**src/rtl/rtc_pkg.sv**
```systemverilog
package rtc_pkg;

  localparam int NFIELD = 6;
  localparam int F_SEC  = 0;
  localparam int F_MIN  = 1;
  localparam int F_HOUR = 2;
  localparam int F_DAY  = 3;
  localparam int F_MON  = 4;
  localparam int F_YEAR = 5;

  typedef logic [NFIELD-1:0][7:0] tfields_t;

  function automatic logic [7:0] field_mask(input int idx);
    case (idx)
      F_SEC, F_MIN:  return 8'h7F;
      F_HOUR, F_DAY: return 8'h3F;
      F_MON:         return 8'h1F;
      default:       return 8'hFF;
    endcase
  endfunction

  function automatic logic [7:0] field_first(input int idx);
    return (idx == F_DAY || idx == F_MON) ? 8'h01 : 8'h00;
  endfunction

  function automatic logic [6:0] bcd_to_bin(input logic [7:0] v);
    return (7'(v[7:4]) * 7'd10) + 7'(v[3:0]);
  endfunction

  function automatic logic leap_year(input logic [7:0] yr);
    logic [6:0] b;
    b = bcd_to_bin(yr);
    return (b[1:0] == 2'b00);
  endfunction

  function automatic logic [7:0] month_days(input logic [7:0] mon, input logic [7:0] yr);
    case (mon)
      8'h02:                      return leap_year(yr) ? 8'h29 : 8'h28;
      8'h04, 8'h06, 8'h09, 8'h11: return 8'h30;
      default:                    return 8'h31;
    endcase
  endfunction

  function automatic logic [7:0] field_last(input int idx, input logic [7:0] mon,
                                            input logic [7:0] yr);
    case (idx)
      F_SEC, F_MIN: return 8'h59;
      F_HOUR:       return 8'h23;
      F_DAY:        return month_days(mon, yr);
      F_MON:        return 8'h12;
      default:      return 8'h99;
    endcase
  endfunction

  // {wrap, next value}
  function automatic logic [8:0] bcd_step(input logic [7:0] v, input logic [7:0] last,
                                          input logic [7:0] first);
    if (v == last)          return {1'b1, first};
    else if (v[3:0] >= 4'd9) return {1'b0, v[7:4] + 4'd1, 4'd0};
    else                    return {1'b0, v + 8'd1};
  endfunction

endpackage

```
**src/rtl/rtc_prescaler.sv**
```systemverilog
module rtc_prescaler #(
  parameter int TICKS_PER_SEC = 32768
) (
  input  logic clk,
  input  logic rst_n,
  input  logic run,
  input  logic tick,
  output logic busy,
  output logic step
);
  localparam int CW = (TICKS_PER_SEC > 1) ? $clog2(TICKS_PER_SEC) : 1;
  localparam logic [CW-1:0] LAST = CW'(TICKS_PER_SEC - 1);

  logic [CW-1:0] cnt;

  always_ff @(posedge clk) begin
    if (!rst_n || !run) cnt <= '0;
    else if (tick)      cnt <= (cnt == LAST) ? '0 : cnt + 1'b1;
  end

  assign busy = run && (cnt == LAST);
  assign step = busy && tick;

  // an update is always preceded by at least one busy cycle
  assert_busy_leads_R11: assert property (@(posedge clk) disable iff (!rst_n)
    step |-> $past(busy));

endmodule

```
**src/rtl/rtc_calendar.sv**
```systemverilog
module rtc_calendar
  import rtc_pkg::*;
(
  input  logic                clk,
  input  logic                rst_n,
  input  logic                step,
  input  logic [NFIELD-1:0]   wr_field,
  input  logic [7:0]          wdata,
  output tfields_t            now,
  output logic [3:0]          events
);
  tfields_t       nxt;
  logic [NFIELD:0] carry;
  logic [8:0]     res;
  logic           unused_high_carry;

  always_comb begin
    carry[0] = step;
    res      = '0;
    for (int i = 0; i < NFIELD; i++) begin
      res        = bcd_step(now[i], field_last(i, now[F_MON], now[F_YEAR]), field_first(i));
      nxt[i]     = carry[i] ? res[7:0] : now[i];
      carry[i+1] = carry[i] & res[8];
    end
  end

  always_ff @(posedge clk) begin
    for (int i = 0; i < NFIELD; i++) begin
      if (!rst_n)           now[i] <= field_first(i);
      else if (wr_field[i]) now[i] <= wdata & field_mask(i);
      else                  now[i] <= nxt[i];
    end
  end

  // bit 0 seconds, 1 minutes, 2 hours, 3 day
  assign events = carry[3:0];
  assign unused_high_carry = ^carry[NFIELD:4];

  // a day wrap always lands on day 01
  assert_day_wraps_to_one_R5: assert property (@(posedge clk) disable iff (!rst_n)
    (carry[4] && !wr_field[F_DAY]) |=> (now[F_DAY] == 8'h01));

endmodule

```
**src/rtl/rtc_alarm_match.sv**
```systemverilog
module rtc_alarm_match
  import rtc_pkg::*;
(
  input  tfields_t now,
  input  tfields_t target,
  output logic     match
);
  logic [NFIELD-1:0] eq;

  for (genvar g = 0; g < NFIELD; g++) begin : g_cmp
    assign eq[g] = (now[g] == target[g]);
  end

  assign match = &eq;

endmodule

```
**src/rtl/bcd_calendar_rtc.sv**
```systemverilog
module bcd_calendar_rtc
  import rtc_pkg::*;
#(
  parameter int ADDR_W        = 8,
  parameter int TICKS_PER_SEC = 32768
) (
  input  logic              clk,
  input  logic              rst_n,
  input  logic              tick,
  input  logic              bus_wr,
  input  logic              bus_rd,
  input  logic [ADDR_W-1:0] bus_addr,
  input  logic [7:0]        bus_wdata,
  output logic [7:0]        bus_rdata,
  output logic              irq
);
  localparam logic [ADDR_W-1:0] A_ALARM = ADDR_W'(8'h20);
  localparam logic [ADDR_W-1:0] A_CTRL  = ADDR_W'(8'h40);
  localparam logic [ADDR_W-1:0] A_STAT  = ADDR_W'(8'h44);
  localparam logic [ADDR_W-1:0] A_IEN   = ADDR_W'(8'h48);

  logic [NFIELD-1:0] wr_time, wr_alarm;
  tfields_t          time_now, alarm_q;
  logic              ctrl_run, ctrl_12h;
  logic              ie_timer, ie_alarm;
  logic [3:0]        ev_flags, new_ev;
  logic              alarm_flag, alarm_match, alarm_hit, step_d;
  logic              busy, step;
  logic              stat_rd, stat_wr;

  for (genvar g = 0; g < NFIELD; g++) begin : g_dec
    assign wr_time[g]  = bus_wr && (bus_addr == ADDR_W'(g * 4));
    assign wr_alarm[g] = bus_wr && (bus_addr == A_ALARM + ADDR_W'(g * 4));
  end

  assign stat_rd = bus_rd && (bus_addr == A_STAT);
  assign stat_wr = bus_wr && (bus_addr == A_STAT);

  rtc_prescaler #(.TICKS_PER_SEC(TICKS_PER_SEC)) u_pre (
    .clk(clk), .rst_n(rst_n), .run(ctrl_run), .tick(tick), .busy(busy), .step(step)
  );

  rtc_calendar u_cal (
    .clk(clk), .rst_n(rst_n), .step(step), .wr_field(wr_time), .wdata(bus_wdata),
    .now(time_now), .events(new_ev)
  );

  rtc_alarm_match u_match (
    .now(time_now), .target(alarm_q), .match(alarm_match)
  );

  always_ff @(posedge clk) begin
    if (!rst_n) begin
      alarm_q  <= '0;
      ctrl_run <= 1'b0;
      ctrl_12h <= 1'b0;
      ie_timer <= 1'b0;
      ie_alarm <= 1'b0;
      step_d   <= 1'b0;
    end else begin
      for (int i = 0; i < NFIELD; i++)
        if (wr_alarm[i]) alarm_q[i] <= bus_wdata & field_mask(i);
      if (bus_wr && bus_addr == A_CTRL) begin
        ctrl_run <= bus_wdata[0];
        ctrl_12h <= bus_wdata[3];
      end
      if (bus_wr && bus_addr == A_IEN) begin
        ie_timer <= bus_wdata[2];
        ie_alarm <= bus_wdata[3];
      end
      step_d <= step;
    end
  end

  assign alarm_hit = step_d && alarm_match;

  always_ff @(posedge clk) begin
    if (!rst_n) begin
      ev_flags   <= '0;
      alarm_flag <= 1'b0;
    end else begin
      ev_flags   <= (stat_rd ? 4'b0 : ev_flags) | new_ev;
      alarm_flag <= alarm_hit || (alarm_flag && !(stat_wr && bus_wdata[6]));
    end
  end

  assign irq = (ie_alarm && alarm_flag) || (ie_timer && (|ev_flags));

  always_comb begin
    bus_rdata = 8'h00;
    for (int i = 0; i < NFIELD; i++) begin
      if (bus_addr == ADDR_W'(i * 4))           bus_rdata = time_now[i];
      if (bus_addr == A_ALARM + ADDR_W'(i * 4)) bus_rdata = alarm_q[i];
    end
    if (bus_addr == A_CTRL) bus_rdata = {4'b0, ctrl_12h, 2'b0, ctrl_run};
    if (bus_addr == A_STAT) bus_rdata = {1'b0, alarm_flag, ev_flags, ctrl_run, busy};
    if (bus_addr == A_IEN)  bus_rdata = {4'b0, ie_alarm, ie_timer, 2'b0};
  end

  // stopped counter holds time unless software writes it
  assert_frozen_R3: assert property (@(posedge clk) disable iff (!rst_n)
    (!ctrl_run && !(|wr_time)) |=> $stable(time_now));

  // a status read with no new event leaves the periodic flags empty
  assert_clear_on_read_R7: assert property (@(posedge clk) disable iff (!rst_n)
    (stat_rd && !(|new_ev)) |=> (ev_flags == 4'b0));

  // the alarm flag holds until a write of 1 to bit 6
  assert_alarm_hold_R9: assert property (@(posedge clk) disable iff (!rst_n)
    (alarm_flag && !alarm_hit && !(stat_wr && bus_wdata[6])) |=> alarm_flag);

  // the alarm flag only rises after a full match
  assert_alarm_needs_match_R8: assert property (@(posedge clk) disable iff (!rst_n)
    $rose(alarm_flag) |-> $past(alarm_match));

endmodule

```
**config.mk**
```make
export PLATFORM = sky130hd
export DESIGN_NAME = bcd_calendar_rtc
export DESIGN_NICKNAME = d
export VERILOG_FILES = /design/src/rtl/rtc_pkg.sv /design/src/rtl/rtc_prescaler.sv /design/src/rtl/rtc_calendar.sv /design/src/rtl/rtc_alarm_match.sv /design/src/rtl/bcd_calendar_rtc.sv
export SDC_FILE = /design/constraint.sdc
export NUM_CORES = 1
export LEC_CHECK = 0
export ABC_AREA = 0
export BUFFER_PORTS_ARGS = -buffer_cell sky130_fd_sc_hd__buf_2
export CORE_MARGIN = 3
export CORE_UTILIZATION = 60
export DETAILED_ROUTE_END_ITERATION = 7
export PLACE_DENSITY = 0.89
export SETUP_SLACK_MARGIN = 0.15
export SLEW_MARGIN = 20
export SYNTH_ARGS = -nofsm -noshare
export SYNTH_HDL_FRONTEND = slang
export SYNTH_HIERARCHICAL = 1
export SYNTH_SLANG_ARGS = --single-unit
```
**constraint.sdc**
```tcl
create_clock -name clk -period 3.2 [get_ports clk]
set_input_delay 0.32 -clock clk [delete_from_list [all_inputs] [get_ports clk]]
set_output_delay 0.32 -clock clk [all_outputs]
set_load 0.02 [all_outputs]
```
---- Word level (Yosys, flattened, before mapping) ----
Index checks and enable logic that the tools add are counted.
word-level totals
  register bits after elaboration ......... 121
  input bits .............................. 21
  output and inout port bits .............. 9
  word-level logic and storage cells ...... 198
operators by class
  add/subtract/negate cells ............... 14
  $mul .................................... 1
  order comparisons ....................... 6
  eq/ne operators ......................... 32
  mux-type cells .......................... 67
  bitwise logic cells ..................... 18
  reductions and logical operators ........ 40
operators by type and width
  operator                                                         number
  8-bit 2-to-1 mux                                                 58
  8-bit bitwise AND                                                12
  8-bit by 6-bit == test with 1-bit output, second input constant  7
  8-bit == test                                                    7
  8-bit by 1-bit adder with 8-bit output, second input constant    6
  9-bit 2-to-1 mux                                                 5
  8-bit by 7-bit == test with 1-bit output, second input constant  5
  8-bit by 5-bit == test with 1-bit output, second input constant  4
  4-bit by 1-bit adder with 4-bit output, second input constant    6
  8-bit by 3-bit == test with 1-bit output, second input constant  3
  8-bit by 4-bit == test with 1-bit output, second input constant  3
  4-bit greater-or-equal comparator, second input constant         6
  1-bit logical AND                                                23
  8-bit case mux with 2 select lines                               1
  15-bit by 1-bit adder with 15-bit output, second input constant  1
  15-bit == test, second input constant                            1
  15-bit 2-to-1 mux                                                1
  2-bit nonzero test                                               6
  8-bit by 2-bit == test with 1-bit output, second input constant  1
  8-bit == test, second input constant                             1
  8-bit zero test                                                  1
  4-bit OR reduction                                               2
  6-bit AND reduction                                              1
  1-bit bitwise AND                                                5
  8 further kinds                                                  12

---- Depth between registers and ports, before layout ----
Gate-level depths: netlist of run 1.
  depth after elaboration ................. 16
  mapped depth ............................ 12
  mapped depth without buffers ............ 11

---- By module ----
Netlist of run 1, hierarchy kept.
modules (own cells, without submodules)
  module            times used  cells an instance  area an instance (µm²)  seq. area each (µm²)
  rtc_calendar      1           425                3352.0                  960.9
  bcd_calendar_rtc  1           415                3164.3                  980.9
  rtc_prescaler     1           83                 730.7                   300.3
  rtc_alarm_match   1           64                 524.3                   0.0

---- Worst setup path before layout of run 1 ----
OpenSTA, ideal clock, no wires.
  kind .................................... register to register
  from .................................... register u_pre.cnt[0]
  to ...................................... register u_cal/now[37] in the netlist's numbering
  library setup time ...................... 116 ps
  data arrival time ....................... 2698 ps
  data required time ...................... 3084 ps
  setup slack ............................. 386 ps
  stages on the path, launching flop included .. 12
  buffers on the path ..................... 1
  period minus slack after synthesis ...... 2814 ps
  cells stage by stage .................... dfxtp_1 ha_1 nand4_1 nor4_1 and3_1 nand4_1 clkinv_1 nand4_1 buf_2 nor3_2 a211oi_1 a41o_1
between the ends
  cells in the longest elaborated chain, start to end .. 8
ends and longest elaborated chain
  element                              line                    RTL
  start: declaration                   rtc_prescaler.sv:14     logic [CW-1:0] cnt;
  start signal: assignment             rtc_prescaler.sv:18     else if (tick) cnt <= (cnt == LAST) ? '0 : cnt + 1'b1;
  15-bit == test                       rtc_prescaler.sv:21     assign busy = run && (cnt == LAST);
  1-bit logical AND                    rtc_prescaler.sv:21
  1-bit logical AND                    rtc_prescaler.sv:22     assign step = busy && tick;
  net step                             bcd_calendar_rtc.sv:28  logic busy, step;
  1-bit bitwise AND                    rtc_calendar.sv:23      carry[i+1] = carry[i] & res[8];
  net new_ev[1]                        bcd_calendar_rtc.sv:26  logic [3:0] ev_flags, new_ev;
  1-bit bitwise AND (3 in series)      rtc_calendar.sv:23
  2-bit nonzero test (no source line)  --
  end signal: indexed assignment       rtc_calendar.sv:29      if (!rst_n) now[i] <= field_first(i);
  end signal: indexed assignment       rtc_calendar.sv:30      else if (wr_field[i]) now[i] <= wdata & field_mask(i);
  end signal: indexed assignment       rtc_calendar.sv:31      else now[i] <= nxt[i];
  end: declaration                     rtc_calendar.sv:9       output tfields_t now,
The timed path passes the listed nets, and every way through them passes these cells.
A chain may end at the register's enable or synchronous reset.

---- Worst setup path in the final report of run 1 ----
  from .................................... register u_pre.cnt[1]
  to ...................................... register u_cal/now[18] in the netlist's numbering
between the ends
  cells in the longest elaborated chain, start to end .. 6
ends and longest elaborated chain
  element                              line
  15-bit == test                       rtc_prescaler.sv:21
  1-bit logical AND                    rtc_prescaler.sv:21
  1-bit logical AND                    rtc_prescaler.sv:22
  net step                             bcd_calendar_rtc.sv:28
  1-bit bitwise AND                    rtc_calendar.sv:23
  net new_ev[1]                        bcd_calendar_rtc.sv:26
  1-bit bitwise AND                    rtc_calendar.sv:23
  2-bit nonzero test (no source line)  --
The timed path passes the listed nets, and every way through them passes these cells.

==> results.toml, run 1 <==
[critical_path]
crit_start = "u_pre/cnt[1]"
rr_endpoint = "u_cal/now[18]"
criticalPathCategory = "register to register"
worstPathRequired_ns = 3.50
cp_max_fo = 9
critPathCapture = "u_cal/now[18]"
rr_startpoint = "u_pre/cnt[1]"
worstRegToRegCells = 12
critPathArrivalTime_ns = 3.18
startpoint_type = "register"
endpoint_kind = "register"
r2r_slack_ns = 0.32

[synthesis]
synth.top_cells.by_count = "116 x nand2_1, 112 x dfxtp_1, 64 x nor2_1"
synth_warnings = 6
yosys_most_used_dff = "dfxtp_1"
synth-edff-count = 0
ys_seq_area_share_pct = 28.9
syn_inst = 987
synth-seq-cells = 112
synth_most_common_cell = "nand2_1"
yosys-top-cells-area = "dfxtp_1 29%, xor2_1 6.2%, nand2_1 5.6%, ha_1 5.2%, nand3_1 3.9%"
async_flop_share_pct = 0
syn_avg_cell_area_um2 = 7.87
synth_cell_types = 86
syn_area_mm2 = 0.00777
yosysTopAreaCell = "dfxtp_1"
synth_top_area_share_pct = 28.9

[cts]
cts.sinks = 112
ctsHtreeMaxLevel = 3
path_clk_slew_ns = 0.08
post_cts_buffers = 0
clk_path_buf_depth = 2
numCtsBuffers = 9
cts_tree = "yes"
insertion_delay_ns = 0.37
clockRootBuffer = "clkbuf_16"

[drt]
drc_errors = 0
num_vias = 7809
drt-total-wl_um = 24200
dr.first_iter.drc_count = 1174
vias_per_cell = 6.55
post_drt_wl_per_cell_um = 20.3
firstDrtPassIters = 5
postRouteAntennaNets = 0

[hold_path]
holdCritPathClass = "primary input to register"

[outcome]
status = "finished clean"

[grt]
grt_overflow = 0
grt_pass1_vias = 7277
grt_pass1_wl_um = 38400
grt_start_max_net_pins = 39
antenna_found_initial = 0
track_usage_pct = 33.6

[timing]
finalSetupViolations = 0
min_period_ns = 2.88
tightest_slew_ns = 0.732
relSlewSlack_pct = 51.2
tns_ns = 0
grt_setup_unrepaired = "no"
hold_viol = 0
fin_crit_sh_pct = 90.0
finalClockSkew_ns = 0.0132
whs_ns = 0.229
drv_slew = 0
fmax_mhz = 347

[finish]
fin_nets = 1072
num-fill-cells = 1020
area_growth_pct = 9.55
drive_gt1_share_pct = 11.4
diodes = 0
postLayoutCoreUtil_pct = 69.1

[place]
dpl.hpwl_um = 17300
gp_congestion = 1.01
port_buffers = 29

[floorplanning]
die_w_um = 120
dieHeight_um = 120
io_pins = 30
num_rows = 40
initial_utilization_pct = 63.1
dieArea_mm2 = 0.0144
fp.coreArea_mm2 = 0.0123

[pwr]
power_mw = 2.72
powerDensity_mw_per_mm2 = 319
p_clk_share_pct = 41.0
ir_worst_vdd_mv = 0.347
power.switching_uw = 711
power_leakage_nw = 3.37
sequentialPowerShare_pct = 51.3
internal_power_mw = 2.01
p_comb_share_pct = 7.7
switching_share_pct = 26.1

[job]
maxCapViolations = 0
-- routing by layer --
layer  track usage (%)  vias to the layer above  wire [um]
met5                 0                        -          0
li1                  -                     3594          -
met1              43.4                     3645       9710
met4              17.5                        0       1260
met2              52.8                      473      10800
met3              7.02                       97       2420
-- critical path: stages, from the launching register on --
cell	delay, ns
dfxtp_1	0.43
ha_2	0.27
nand4_1	0.13
nor4_2	0.19
and3_1	0.22
nand4_1	0.17
clkinv_1	0.11
buf_4	0.18
nand3_2	0.14
or2_2	0.36
nor3b_1	0.31
a21oi_1	0.11
a21boi_0	0.18
-- final cells by class --
| class | instances | area, um^2 | area share, % |
|---|---|---|---|
| clock buffer | 10 | 229 | 2.69 |
| inverter | 41 | 154 | 1.81 |
| multi-input combinational | 792 | 5200 | 61.1 |
| tap | 168 | 210 | 2.47 |
| timing repair buffer | 63 | 413 | 4.85 |
| clock inverter | 6 | 60.1 | 0.705 |
| sequential | 112 | 2240 | 26.4 |
-- logic make-up (layout without fill, tap and decap cells) --
group / count (synthesis) / in the layout / synth area share (%)
other: 1 / 9 / 0.0483
muxes: 29 / 29 / 4.12
adders and majority gates: 32 / 32 / 5.15
DFF: 112 / 112 / 28.9
AOI/OAI and AO/OA: 228 / 228 / 19.9
and+or+nand+nor: 423 / 423 / 29.1
buffers and inverters: 91 / 120 / 4.88
xor gates and xnor gates: 71 / 71 / 8.00
-- power groups by stage --
stage / Combinational [mW] / Clock (mW) / Sequential (mW)
global route: 0.220 / 1.17 / 1.40
CTS: 0.201 / 1.12 / 1.40
finish: 0.209 / 1.11 / 1.40
floorplan: 0.120 / 0 / 1.43
detailed placement: 0.201 / 0 / 1.43
global placement: 0.199 / 0 / 1.43
-- cells in the final DEF, fill, tap and decap left out, types with 23 or more instances in the layout --
| master | synthesis | final |
|---|---|---|
| a21boi_0 | 37 | 37 |
| a21oi_1 | 51 | 51 |
| buf_2 | 9 | 29 |
| buf_4 | 2 | 33 |
| dfxtp_1 | 112 | 110 |
| ha_1 | 32 | 31 |
| inv_1 | 39 | 39 |
| mux2i_1 | 23 | 23 |
| nand2_1 | 116 | 116 |
| nand3_1 | 61 | 60 |
| nor2_1 | 64 | 64 |
| nor2b_1 | 35 | 35 |
| o21ai_0 | 42 | 42 |
| xor2_1 | 55 | 55 |
-- state kept, by name, indices dropped and copies added (netlist names) --
signal      count
alarm_flag      1
alarm_q        39
ctrl_12h        1
ctrl_run        1
ev_flags        4
ie_alarm        1
ie_timer        1
step_d          1
u_cal/now      48
u_pre/cnt      15
-- worst min-delay path by stage --
stage	from	to	slack, ns	cells past startpoint
2_1_floorplan	ie_timer	ie_timer	0.44	2
3_3_place_gp	ie_timer	ie_timer	0.45	2
3_5_place_dp	ctrl_12h	ctrl_12h	0.47	2
4_1_cts	bus_wdata[7]	alarm_q[47]	0.22	3
5_1_grt	bus_wdata[7]	alarm_q[47]	0.25	3
6_report	bus_wdata[7]	alarm_q[47]	0.23	3
-- metrics by stage --
| stage | worst slack (ns) | std cells | instance area [um^2] |
|---|---|---|---|
| floorplan | 0.386 | 995 | 7800 |
| global placement | 0.403 | 1176 | 8200 |
| detailed placement | 0.242 | 1176 | 8200 |
| CTS | 0.218 | 1192 | 8490 |
| global route | 0.193 | 1192 | 8510 |
| finish | 0.320 | 1192 | 8510 |
-- timing repair --
item	4_1_cts	5_1_grt
hold endpoints to repair	0	0
endpoints found under the setup margin	0	15
hold buffers	0	0
resized for setup	0	6
Note: power is estimated with default switching activity, not from simulation.
==> run 2, diff against run 1 <==
- CORE_ASPECT_RATIO: not set -> 1.1
- CORE_UTILIZATION: 60 -> 35
- PLACE_DENSITY: 0.89 -> 0.61
==> run 2 against run 1 <==
  * Fmax up 1.5%
  * Clock skew down 0.0046 ns
  * First-iteration DRC count down 57%
  * Worst setup slack better by 0.043 ns
  * Global-route usage down 12 points
  * Non-clock buffer count up 8
  * Critical endpoint is now u_cal/now[39]
  * Cell count up 11%
  * Combinational power about the same
==> results.toml, run 2 (same netlist as run 1, synthesis figures left out) <==
[critical_path]
criticalPathCategory = "register to register"
worstRegToRegCells = 11
rr_startpoint = "u_pre/cnt[1]"
r2r_slack_ns = 0.36
cp_max_fo = 11
critPathArrivalTime_ns = 3.13
rr_endpoint = "u_cal/now[39]"
worstPathRequired_ns = 3.50
endpoint_kind = "register"
startpoint_type = "register"

[timing]
fmax_mhz = 352
finalClockSkew_ns = 0.00863
tns_ns = 0
relSlewSlack_pct = 47.6
min_period_ns = 2.84
finalSetupViolations = 0
grt_setup_unrepaired = "no"
tightest_slew_ns = 0.780
drv_slew = 0
hold_viol = 0
fin_crit_sh_pct = 88.7

[pwr]
power_leakage_nw = 3.42
ir_worst_vdd_mv = 0.256
power_mw = 2.72
powerDensity_mw_per_mm2 = 312

[grt]
grt_overflow = 0
grt_pass1_vias = 7267
track_usage_pct = 21.7
grt_start_max_net_pins = 39
grt_pass1_wl_um = 41200
antenna_found_initial = 0

[floorplanning]
dieHeight_um = 162
num_rows = 56
die_w_um = 148
fp.coreArea_mm2 = 0.0216
initial_utilization_pct = 36.0
dieArea_mm2 = 0.0240
io_pins = 30

[cts]
ctsHtreeMaxLevel = 3
numCtsBuffers = 9
hold_buffers = 0
clockRootBuffer = "clkbuf_16"
path_clk_slew_ns = 0.07
cts_tree = "yes"
insertion_delay_ns = 0.37
clk_path_buf_depth = 2
cts.sinks = 112

[job]
maxCapViolations = 0

[finish]
drive_gt1_share_pct = 12.0
largest-register = "u_cal/now"
diodes = 0
num-fill-cells = 2294
area_growth_pct = 12.3
regArea_mm2 = 0.00224
mostFrequentLayoutCells = "116 x nand2_1, 111 x dfxtp_1, 64 x nor2_1"
largestRegisters = "u_cal/now x48, alarm_q x39, u_pre/cnt x15"
multi_input_area_mm2 = 0.00521
largest_register_ffs = 48
fin_nets = 1080
final_common_cell = "nand2_1"

[place]
port_buffers = 29
gp_congestion = 0.974
dpl.hpwl_um = 18900

[drt]
drc_errors = 0
postRouteAntennaNets = 0
dr.first_iter.drc_count = 510
num_vias = 7497
post_drt_wl_per_cell_um = 19.6
firstDrtPassIters = 5
vias_per_cell = 5.67
drt-total-wl_um = 25900

[hold_path]
hold_depth = 3
holdCritPathClass = "primary input to register"
holdCritStartpoint = "bus_wdata[7]"
hold_path_end = "alarm_q[47]"

[outcome]
status = "finished clean"
[run 2: cell count changes in the layout (fill, tap and decap cells not counted), sizes merged]
cell | before | now
buf | 63 | 71
clkinvlp | 0 | 2
clkinv | 5 | 2
inv | 42 | 43
[run 2: critical path, cell delays in order, from the launching register on]
cell	delay [ns]
dfxtp_2	0.37
ha_2	0.23
nand4_1	0.15
nor4_4	0.31
and3_4	0.29
nand4_1	0.14
clkinv_1	0.08
nand4_1	0.09
buf_6	0.18
or3_4	0.42
or3_1	0.35
a21oi_1	0.14
[run 2: report_power, final]
group,internal [mW],total [mW],switching [mW]
clock,0.541,1.12,0.578
combinational,0.0634,0.209,0.146
sequential,1.39,1.40,0.00209
total,2.00,2.72,0.726
[run 2: worst max-delay path by stage]
stage / start / endpoint / slack (ns) / depth (start not counted)
after floorplan: u_pre/cnt[0] / u_cal/now[37] / 0.39 / 11
after global placement: u_pre/cnt[1] / u_cal/now[39] / 0.23 / 11
after detailed placement: u_pre/cnt[5] / u_cal/now[39] / 0.16 / 10
after CTS: u_pre/cnt[4] / u_cal/now[39] / 0.21 / 10
after global routing: u_pre/cnt[1] / u_cal/now[39] / 0.13 / 11
final: u_pre/cnt[1] / u_cal/now[39] / 0.36 / 11
[run 2: repair_timing]
item,in CTS,in global routing
cloned,0,0
pin swaps,0,3
buffers inserted,0,2
endpoints found under the setup margin,2,14
resized for setup,1,7
[run 2: layout make-up]
| class | instances | area share (%) |
|---|---|---|
| clock buffer | 10 | 2.62 |
| clock inverter | 6 | 0.573 |
| inverter | 41 | 1.76 |
| multi-input combinational | 792 | 59.7 |
| sequential | 112 | 25.7 |
| tap | 290 | 4.16 |
| timing repair buffer | 71 | 5.46 |
[run 2: routing by layer]
layer	vias up	routed length (um)	global-route usage, %
met5	-	0	0
met2	252	12100	35.7
met1	3576	11400	28.3
met3	59	1440	3.77
li1	3610	-	-
met4	0	940	8.90
[run 2: through the flow]
stage	area, um^2	utilization, %	instances	hold slack [ns]	setup slack [ns]
after floorplan	7800	-	995	0.443	0.386
after global placement	8400	38.9	1304	0.457	0.231
after detailed placement	8400	38.9	1304	0.468	0.158
after CTS	8680	40.2	1320	0.239	0.206
after global routing	8730	40.4	1322	0.265	0.132
final	8730	40.4	1322	0.240	0.363
